<file path="src/rtl/monTgtPkg.sv">
`timescale 1ns/1ps
package monTgtPkg;
  localparam int WORD_W = 16;
  localparam int CH_W = 4;
  localparam int CH_LSB = 11;

  typedef enum logic [2:0] {
    S_IDLE,
    S_ADDR,
    S_ACK,
    S_RX,
    S_TX,
    S_MACK
  } busState_t;

  // strobes from the bus control to the sample datapath
  typedef struct packed {
    logic            setChan;
    logic [CH_W-1:0] chan;
    logic            convStart;
    logic            loadTx;
    logic            shiftTx;
  } dpCmd_t;
endpackage

</file>
<file path="src/rtl/lineSync.sv">
`timescale 1ns/1ps
module lineSync #(
  parameter int STAGES    = 2,
  parameter bit RESET_VAL = 1'b1
) (
  input  logic clk,
  input  logic rstN,
  input  logic din,
  output logic level,
  output logic levelPrev
);
  logic [STAGES-1:0] pipe;

  always_ff @(posedge clk or negedge rstN) begin
    if (!rstN) begin
      pipe      <= {STAGES{RESET_VAL}};
      levelPrev <= RESET_VAL;
    end else begin
      pipe      <= {pipe[STAGES-2:0], din};
      levelPrev <= pipe[STAGES-1];
    end
  end

  assign level = pipe[STAGES-1];
endmodule

</file>
<file path="src/rtl/busCtrl.sv">
`timescale 1ns/1ps
module busCtrl
  import monTgtPkg::*;
#(
  parameter logic [6:0] TGT_ADDR = 7'h2C,
  parameter int         NUM_CH   = 11
) (
  input  logic   clk,
  input  logic   rstN,
  input  logic   sclLvl,
  input  logic   sclPrev,
  input  logic   sdaLvl,
  input  logic   sdaPrev,
  input  logic   txMsb,
  input  logic   txNext,
  output dpCmd_t cmd,
  output logic   sdaPullLow
);
  localparam logic [CH_W-1:0] LAST_CH = CH_W'(NUM_CH - 1);

  busState_t state, nextAfterAck;
  logic [3:0] bitCnt;
  logic [7:0] rxByte;
  logic armed, pullLow, secondByte, masterAck;

  logic startEv, stopEv, riseEv, fallEv, byteDone, addrHit, chanOk;

  assign startEv  = sclLvl & sclPrev & sdaPrev & ~sdaLvl;
  assign stopEv   = sclLvl & sclPrev & ~sdaPrev & sdaLvl;
  assign riseEv   = sclLvl & ~sclPrev;
  assign fallEv   = ~sclLvl & sclPrev;
  assign byteDone = fallEv && (bitCnt == 4'd8);
  assign addrHit  = (rxByte[7:1] == TGT_ADDR);
  assign chanOk   = (rxByte[6:3] <= LAST_CH);

  always_comb begin
    cmd      = '0;
    cmd.chan = rxByte[6:3];
    if (!startEv && !stopEv) begin
      case (state)
        S_ADDR: if (byteDone && addrHit && rxByte[0]) begin
          if (armed) cmd.convStart = 1'b1;
          else       cmd.loadTx    = 1'b1;
        end
        S_RX:   if (byteDone && chanOk) cmd.setChan = 1'b1;
        S_TX:   if (fallEv && (bitCnt != 4'd8)) cmd.shiftTx = 1'b1;
        S_MACK: if (fallEv && masterAck && !secondByte) cmd.shiftTx = 1'b1;
        default: ;
      endcase
    end
  end

  always_ff @(posedge clk or negedge rstN) begin
    if (!rstN) begin
      state        <= S_IDLE;
      nextAfterAck <= S_RX;
      bitCnt       <= '0;
      rxByte       <= '0;
      armed        <= 1'b0;
      pullLow      <= 1'b0;
      secondByte   <= 1'b0;
      masterAck    <= 1'b0;
    end else if (startEv) begin
      state   <= S_ADDR;
      bitCnt  <= '0;
      pullLow <= 1'b0;
    end else if (stopEv) begin
      state   <= S_IDLE;
      pullLow <= 1'b0;
      armed   <= 1'b0;
    end else begin
      case (state)
        S_ADDR, S_RX: begin
          if (riseEv && (bitCnt != 4'd8)) begin
            rxByte <= {rxByte[6:0], sdaLvl};
            bitCnt <= bitCnt + 4'd1;
          end
          if (byteDone) begin
            bitCnt <= '0;
            if (state == S_ADDR) begin
              if (!addrHit) begin
                state <= S_IDLE;
              end else if (!rxByte[0]) begin
                pullLow      <= 1'b1;
                state        <= S_ACK;
                nextAfterAck <= S_RX;
              end else if (armed) begin
                armed <= 1'b0;
                state <= S_IDLE;
              end else begin
                pullLow      <= 1'b1;
                state        <= S_ACK;
                nextAfterAck <= S_TX;
                secondByte   <= 1'b0;
              end
            end else begin
              if (chanOk) begin
                pullLow      <= 1'b1;
                armed        <= 1'b1;
                state        <= S_ACK;
                nextAfterAck <= S_RX;
              end else begin
                armed <= 1'b0;
                state <= S_IDLE;
              end
            end
          end
        end
        S_ACK: if (fallEv) begin
          bitCnt <= '0;
          if (nextAfterAck == S_TX) begin
            pullLow <= ~txMsb;
            state   <= S_TX;
          end else begin
            pullLow <= 1'b0;
            state   <= S_RX;
          end
        end
        S_TX: begin
          if (riseEv) bitCnt <= bitCnt + 4'd1;
          if (fallEv) begin
            if (bitCnt == 4'd8) begin
              pullLow <= 1'b0;
              state   <= S_MACK;
            end else begin
              pullLow <= ~txNext;
            end
          end
        end
        S_MACK: begin
          if (riseEv) masterAck <= ~sdaLvl;
          if (fallEv) begin
            bitCnt <= '0;
            if (masterAck && !secondByte) begin
              secondByte <= 1'b1;
              pullLow    <= ~txNext;
              state      <= S_TX;
            end else begin
              state <= S_IDLE;
            end
          end
        end
        default: ;
      endcase
    end
  end

  assign sdaPullLow = pullLow;
endmodule

</file>
<file path="src/rtl/sampleDp.sv">
`timescale 1ns/1ps
module sampleDp
  import monTgtPkg::*;
#(
  parameter int NUM_CH    = 11,
  parameter int SAMPLE_W  = 10,
  parameter int CONV_CLKS = 3500
) (
  input  logic                       clk,
  input  logic                       rstN,
  input  dpCmd_t                     cmd,
  input  logic [NUM_CH*SAMPLE_W-1:0] sampleBus,
  output logic                       convBusy,
  output logic                       txMsb,
  output logic                       txNext
);
  localparam int CNT_W = $clog2(CONV_CLKS + 1);

  logic [SAMPLE_W-1:0] chanSample [NUM_CH];
  logic [CH_W-1:0]     selChan, convChan;
  logic [CNT_W-1:0]    remain;
  logic [WORD_W-1:0]   resultWord, txShift, nextWord;

  for (genvar g = 0; g < NUM_CH; g++) begin : gLane
    assign chanSample[g] = sampleBus[g*SAMPLE_W +: SAMPLE_W];
  end

  always_comb begin
    nextWord                       = '0;
    nextWord[CH_LSB +: CH_W]       = convChan;
    nextWord[SAMPLE_W-1:0]         = chanSample[convChan];
  end

  always_ff @(posedge clk or negedge rstN) begin
    if (!rstN) begin
      selChan    <= '0;
      convChan   <= '0;
      remain     <= '0;
      convBusy   <= 1'b0;
      resultWord <= '0;
      txShift    <= '0;
    end else begin
      if (cmd.setChan) selChan <= cmd.chan;

      if (cmd.convStart) begin
        convChan <= selChan;
        remain   <= CNT_W'(CONV_CLKS - 1);
        convBusy <= 1'b1;
      end else if (convBusy) begin
        if (remain == '0) begin
          convBusy   <= 1'b0;
          resultWord <= nextWord;
        end else begin
          remain <= remain - 1'b1;
        end
      end

      if (cmd.loadTx)       txShift <= resultWord;
      else if (cmd.shiftTx) txShift <= {txShift[WORD_W-2:0], 1'b0};
    end
  end

  assign txMsb  = txShift[WORD_W-1];
  assign txNext = txShift[WORD_W-2];
endmodule

</file>
<file path="src/rtl/i2cMonTarget.sv">
`timescale 1ns/1ps
module i2cMonTarget
  import monTgtPkg::*;
#(
  parameter logic [6:0] TGT_ADDR    = 7'h2C,
  parameter int         NUM_CH      = 11,
  parameter int         SAMPLE_W    = 10,
  parameter int         CLKS_PER_US = 50,
  parameter bit         SLOW_PART   = 1'b0,
  parameter int         FAST_US     = 70,
  parameter int         SLOW_US     = 185,
  parameter int         SYNC_STAGES = 2
) (
  input  logic                       clk,
  input  logic                       rstN,
  input  logic                       sclIn,
  input  logic                       sdaIn,
  input  logic [NUM_CH*SAMPLE_W-1:0] sampleBus,
  output logic                       sdaPullLow,
  output logic                       convBusy
);
  localparam int CONV_CLKS = (SLOW_PART ? SLOW_US : FAST_US) * CLKS_PER_US;

  logic [1:0] rawLines, lineLvl, linePrev;
  dpCmd_t dpCmd;
  logic txMsb, txNext;

  assign rawLines = {sdaIn, sclIn};

  for (genvar g = 0; g < 2; g++) begin : gSync
    lineSync #(.STAGES(SYNC_STAGES), .RESET_VAL(1'b1)) uSync (
      .clk(clk), .rstN(rstN), .din(rawLines[g]),
      .level(lineLvl[g]), .levelPrev(linePrev[g])
    );
  end

  busCtrl #(.TGT_ADDR(TGT_ADDR), .NUM_CH(NUM_CH)) uCtrl (
    .clk(clk), .rstN(rstN),
    .sclLvl(lineLvl[0]), .sclPrev(linePrev[0]),
    .sdaLvl(lineLvl[1]), .sdaPrev(linePrev[1]),
    .txMsb(txMsb), .txNext(txNext),
    .cmd(dpCmd), .sdaPullLow(sdaPullLow)
  );

  sampleDp #(.NUM_CH(NUM_CH), .SAMPLE_W(SAMPLE_W), .CONV_CLKS(CONV_CLKS)) uDp (
    .clk(clk), .rstN(rstN), .cmd(dpCmd), .sampleBus(sampleBus),
    .convBusy(convBusy), .txMsb(txMsb), .txNext(txNext)
  );
endmodule

</file>
<file path="config.mk">
export PLATFORM = sky130hd
export DESIGN_NAME = i2cMonTarget
export DESIGN_NICKNAME = d
export VERILOG_FILES = /design/src/rtl/monTgtPkg.sv /design/src/rtl/lineSync.sv /design/src/rtl/busCtrl.sv /design/src/rtl/sampleDp.sv /design/src/rtl/i2cMonTarget.sv
export SDC_FILE = /design/constraint.sdc
export NUM_CORES = 1
export LEC_CHECK = 0
export BUFFER_PORTS_ARGS = -buffer_cell sky130_fd_sc_hd__buf_4
export CORE_MARGIN = 2
export CORE_UTILIZATION = 58
export CTS_CLUSTER_SIZE = 30
export DETAILED_ROUTE_END_ITERATION = 7
export PLACE_DENSITY = 0.95
export SLEW_MARGIN = 20
export SYNTH_ARGS = -nofsm -noshare
export SYNTH_HDL_FRONTEND = slang
export SYNTH_SLANG_ARGS = --single-unit
</file>
<file path="constraint.sdc">
create_clock -name clk -period 4.75 [get_ports clk]
set_input_delay 0.95 -clock clk [delete_from_list [all_inputs] [get_ports clk]]
set_output_delay 0.95 -clock clk [all_outputs]
set_load 0.05 [all_outputs]
</file>
==> results.cfg, run 1 <==
[floorplanning]
io_pins = 116
core-area_mm2 = 0.008093
start_util_pct = 58.74
fp.dieW_um = 94.53
die-area_mm2 = 0.008936
fp-row-count = 33
die_y_um = 94.53

[critical_path]
crit_slowest_cell = nor4_4
worstPathCellList = nor3b_2 > nand2_1 > nor4_4 > nor2_1 > a21o_1
critPathKind = reg -> reg
critPathLaunchType = flip-flop
crit_required_ps = 4990
worst-path-max-fanout = 18
arrival_ps = 3210
crit_path_end_kind = flip-flop
slowest_delay_ps = 870

[power]
powerDensity_mw_per_mm2 = 329.3
fin_total_pwr_mw = 1.948
leakage_nw = 2.891
peakVddDrop_v = 0.0002184

[clock_network]
clockBufferDepth = 2
cts_buffers = 9
tritoncts = built
htree_levels = 3
clk_pin_slew_ps = 80
post-cts-setup-buffers = 0
cts-root-buf = clkbuf_8
cts_resized = 0
clock_sinks = 78
clk_latency_ps = 350
holdBufCountCts = 0

[global_route]
grt_overflow = 0
grt_pass1_wl_um = 20290
first_global_vias = 3968
grtUsageTotal_pct = 29.75
grt_max_degree = 79
antenna_found_initial = 0

[sta]
layout_setup_ws_ps = 1784
setup_tns_ps = 0
skew_ps = 12.14
finalMaxSlewViolations = 0
setup-violations-final = 0
fin_crit_sh_pct = 62.45
worstMarginPinSlew_ps = 1035
slew_headroom_pct = 30.98
period_minus_slack_ps = 2966
max_freq_mhz = 337.1
hold_violations = 0
rsz0062_at_grt = no

[placement]
place.gp.congestion = 0.9324
io_buffers = 115
pre_cts_ws_ps = 1901
dpl.cell_count = 635
dpl_cell_area_mm2 = 0.005653
place_hpwl_um = 9590

[route]
via_count = 4164
wl_per_cell_um = 20.19
drt_wl_total_um = 13120
remaining_drc_errors = 0
via_per_inst = 6.406
detail-route-antenna-nets = 0
drt_iter0_markers = 490
drt_pass1_iterations = 5

[synth]
synth-edff-count = 0
synth_area_mm2 = 0.004753
synth_most_common_cell = dfrtp_1
synth_fp_nets = 555
ys_ff_latch = 78
ys.warnings.count = 0
synth-main-ff-cell = dfrtp_1
ys_top_cells_by_count = dfrtp_1 (71), nand2_1 (48), nor2_1 (29), mux4_2 (20)
syn_avg_cell_area_um2 = 10.88
synth.top_cell.area_share_pct = 37.38
yosysTopAreaCell = dfrtp_1
syn_inst = 437
synth.distinct_cells = 62
yosysSeqAreaShare_pct = 41.25
synth-async-reset-ratio_pct = 100.0
synth_area_leaders = dfrtp_1 (37%), mux4_2 (9.5%), mux2_2 (4.5%)

[status]
outcome = complete, no violations

[final_layout]
fin_area_mm2 = 0.005917
instances_no_fill = 650
multi_input_comb_area_mm2 = 0.002610
drive_gt1_share_pct = 36.70
area_growth_pct = 24.48
n_fill_cell = 551
antenna_cells = 0
nets = 659
seq_area_mm2 = 0.001961

[min_path]
min_path_type = reg -> reg

[flow_run]
max_cap_violations = 0
-- cell families (layout without fill, tap and decap cells) --
kind of cell,Yosys count,after routing,synth area share [%]
buffers and inverters,44,152,3.975
AOI/OAI and AO/OA,96,96,15.43
xor gates and xnor gates,10,10,1.843
DFF,78,78,41.25
muxes,62,62,19.87
and+or+nand+nor,143,143,16.58
adders and majority gates,4,4,1.053
-- layout by cell type, fill, tap and decap left out, drive strengths merged, types with 8 or more instances in the layout --
| cell type | count |
|---|---|
| o211a | 10 |
| nand2 | 49 |
| nand3 | 12 |
| xor2 | 8 |
| mux2 | 29 |
| a22o | 12 |
| o32ai | 12 |
| buf | 118 |
| clkbuf | 9 |
| inv | 20 |
| o21ai | 12 |
| mux4 | 20 |
| nor2 | 29 |
| a21oi | 9 |
| mux2i | 13 |
| dfrtp | 71 |
| a21o | 14 |
-- critical path: cells and delay by family (launching register included) --
kind            cells  cell delay, ps
simple gates        4            1850
flops               1             700
compound gates      1             300
-- path summary, 6_finish.rpt --
path | start | end | slack (ps) | depth (start not counted)
min in group asynchronous | rstN | uCtrl.rxByte[0]$_DFFE_PN0P_ | 750 | 1
min | gSync[1].uSync.pipe[0]$_DFF_PN1_ | gSync[1].uSync.pipe[1]$_DFF_PN1_ | 350 | 0
max reg2reg | uCtrl.state[0]$_DFFE_PN0P_ | uDp.txShift[4]$_DFFE_PN0P_ | 1780 | 5
min reg2reg | gSync[1].uSync.pipe[0]$_DFF_PN1_ | gSync[1].uSync.pipe[1]$_DFF_PN1_ | 350 | 0
max in group asynchronous | rstN | uDp.txShift[14]$_DFFE_PN0P_ | 3390 | 1
max | uCtrl.state[0]$_DFFE_PN0P_ | uDp.txShift[4]$_DFFE_PN0P_ | 1780 | 5
-- metal layers --
layer	routed length (um)	part of all wire, %	vias to the layer above	GRT usage (%)
li1	-	-	1846	-
met1	5303	40	2053	43.36
met2	6549	50	239	45.54
met4	249	1.9	0	8.213
met3	1018	7.8	26	6.305
met5	0	0	-	0
-- state kept, by name (all words and copies together), names as in the netlist, 3 cells and up --
register	flops
uDp.txShift	16
uDp.resultWord	14
uDp.remain	12
uCtrl.rxByte	8
gSync.uSync.pipe	4
uCtrl.bitCnt	4
uDp.convChan	4
uDp.selChan	4
uCtrl.state	3
-- stage by stage --
step	utilization [%]	hold slack, ps
after CTS	73.04	351.5
after floorplan	-	345.2
after global routing	73.11	353.5
final	73.11	347.0
after detailed placement	69.85	346.8
after global placement	69.85	345.5
-- report_power, final --
group          switching [mW]  internal, mW
clock network           0.246         0.400
registers               0.108         0.736
logic                   0.232         0.226
-- final cells by class --
cell class | count | share of cell area (%)
inverter | 19 | 1.205
clock inverter | 6 | 2.263
multi-input combinational | 315 | 44.11
sequential | 78 | 33.14
clock buffer | 9 | 2.093
timing repair buffer | 118 | 14.97
tap | 105 | 2.220
Note: power is estimated with default switching activity, not from simulation.
==> run 2: changes to the inputs <==
--- a/config.mk
+++ b/config.mk
@@ -7,10 +7,10 @@
 export LEC_CHECK = 0
 export BUFFER_PORTS_ARGS = -buffer_cell sky130_fd_sc_hd__buf_4
 export CORE_MARGIN = 2
-export CORE_UTILIZATION = 58
+export CORE_UTILIZATION = 49
 export CTS_CLUSTER_SIZE = 30
 export DETAILED_ROUTE_END_ITERATION = 7
-export PLACE_DENSITY = 0.95
+export PLACE_DENSITY = 0.87
 export SLEW_MARGIN = 20
 export SYNTH_ARGS = -nofsm -noshare
 export SYNTH_HDL_FRONTEND = slang
==> constraint.sdc (replaced) <==
create_clock -name clk -period 2.7 [get_ports clk]
set_input_delay 0.54 -clock clk [delete_from_list [all_inputs] [get_ports clk]]
set_output_delay 0.54 -clock clk [all_outputs]
set_load 0.05 [all_outputs]
==> results.cfg, run 2 (synthesis results as in run 1) <==
[power]
netSwitchingFraction_pct = 32.70
fin_total_pwr_mw = 3.227
peakVddDrop_v = 0.0003652
p_comb_share_pct = 27.0
power.share.clock_pct = 28.3
power.switching_mw = 1.055
leakage_nw = 2.910
seqPwrFrac_pct = 44.7
power.internal_mw = 2.172
powerDensity_mw_per_mm2 = 539.7

[final_layout]
area_growth_pct = 25.77
largest_reg_flops = 16
regMostFlops = uDp.txShift
fin_area_mm2 = 0.005978
layout_common_cells = buf_4 (127), dfrtp_1 (71), nand2_1 (48)
nets = 669
drive_gt1_share_pct = 37.77
final_common_cell = buf_4
antenna_cells = 0
reg.largest.list = uDp.txShift (16), uDp.resultWord (14), uDp.remain (12)

[critical_path]
critPathKind = reg -> reg
crit_path_end_kind = flip-flop
arrival_ps = 2740
crit_required_ps = 2960
worst-path-max-fanout = 12
critPathLaunchType = flip-flop

[clock_network]
tritoncts = built
cts-root-buf = clkbuf_8
clockBufferDepth = 2
clk_latency_ps = 360
clk_pin_slew_ps = 90
cts_buffers = 9
cts_resized = 0
clock_sinks = 78
htree_levels = 3
holdBufCountCts = 0
post-cts-setup-buffers = 0

[global_route]
use_met3_pct = 6.305
grt_overflow = 0
grtUsageTotal_pct = 24.69
first_global_vias = 3934
antenna_found_initial = 0
busiest_layer = met2
use_met2_pct = 38.21
grt_pass1_wl_um = 19820
grtUsageMet1_pct = 35.38
grt_max_degree = 79

[placement]
dpl_cell_area_mm2 = 0.005771
place.gp.congestion = 0.9663
place_hpwl_um = 9802
io_buffers = 115

[route]
drt_wl_total_um = 12820
detail-route-antenna-nets = 0
drt_pass1_iterations = 5
via_per_inst = 5.982
remaining_drc_errors = 0
via_count = 4098
wl_per_cell_um = 18.71
drt_iter0_markers = 274

[sta]
setup_tns_ps = 0
fin_crit_sh_pct = 92.09
slew_headroom_pct = 37.09
skew_ps = 10.80
period_minus_slack_ps = 2486
finalMaxSlewViolations = 0
hold_violations = 0
worstMarginPinSlew_ps = 943.7
rsz0062_at_grt = no
max_freq_mhz = 402.2
setup-violations-final = 0

[floorplanning]
core-area_mm2 = 0.009328
die-area_mm2 = 0.01050
die_y_um = 102.5
io_pins = 116
fp-row-count = 35
fp.dieW_um = 102.5
start_util_pct = 50.96

[flow_run]
max_cap_violations = 0

[min_path]
min_path_type = in -> reg

[status]
outcome = complete, no violations
==> run 2: cell types whose count changed in the layout (fill, tap and decap cells not counted) <==
cell,previous run,this run
buf_4,118,127
bufinv_16,4,1
clkinvlp_4,0,3
buf_12,0,1
clkbuf_8,9,10
clkinv_2,1,0
clkinv_4,0,1
nor4_1,4,5
nor4_2,1,0
==> run 2: stage by stage <==
step	util [%]	std cells	hold slack, ps	setup slack [ps]
after detailed placement	61.86	669	346.8	271.7
after CTS	64.09	685	273.2	234.2
after global routing	64.09	685	260.6	52.26
final	64.09	685	283.7	213.6
after floorplan	-	437	244.4	381.2
after global placement	61.86	669	346.3	384.4
==> run 2: layer usage <==
layer,vias up,share of wire (%)
met3,17,5.9
met4,0,1.3
li1,1871,-
met5,-,0
met1,2059,43
met2,151,50
==> run 2: area by class of cell <==
cell class                      instances  area, um^2
Fill cell                             699        3349
Multi-Input combinational cell        315        2604
Sequential cell                        78        1961
Timing Repair Buffer                  128       973.4
Tap cell                              129       161.4
Clock buffer                           10       137.6
Inverter                               19       71.32
Clock inverter                          6       70.07
==> run 2: worst paths after layout <==
| check | startpoint | end | slack, ps | cells after the start |
|---|---|---|---|---|
| max | gSync[0].uSync.levelPrev$_DFF_PN1_ | uDp.txShift[2]$_DFFE_PN0P_ | 210 | 6 |
| min | sclIn | gSync[0].uSync.pipe[0]$_DFF_PN1_ | 280 | 1 |
| max reg2reg | gSync[0].uSync.levelPrev$_DFF_PN1_ | uDp.txShift[2]$_DFFE_PN0P_ | 210 | 6 |
| min in group asynchronous | rstN | uDp.convChan[0]$_DFFE_PN0P_ | 330 | 1 |
| max in group asynchronous | rstN | uCtrl.rxByte[4]$_DFFE_PN0P_ | 1780 | 1 |
| min reg2reg | gSync[0].uSync.pipe[0]$_DFF_PN1_ | gSync[0].uSync.pipe[1]$_DFF_PN1_ | 360 | 0 |
==> run 2: power groups by stage <==
stage,clock network [mW],registers (mW),logic [mW]
floorplan,0,1.43,0.550
global placement,0,1.45,0.826
detailed placement,0,1.46,0.856
CTS,0.919,1.44,0.861
global route,0.969,1.46,0.953
finish,0.913,1.44,0.872
==> run 2: critical path: stages, from the launching register on <==
cell	delay, ps
dfstp_2	610
nor2b_1	360
nand2_2	100
buf_4	180
nor4_4	530
nor2_1	350
a21o_1	260
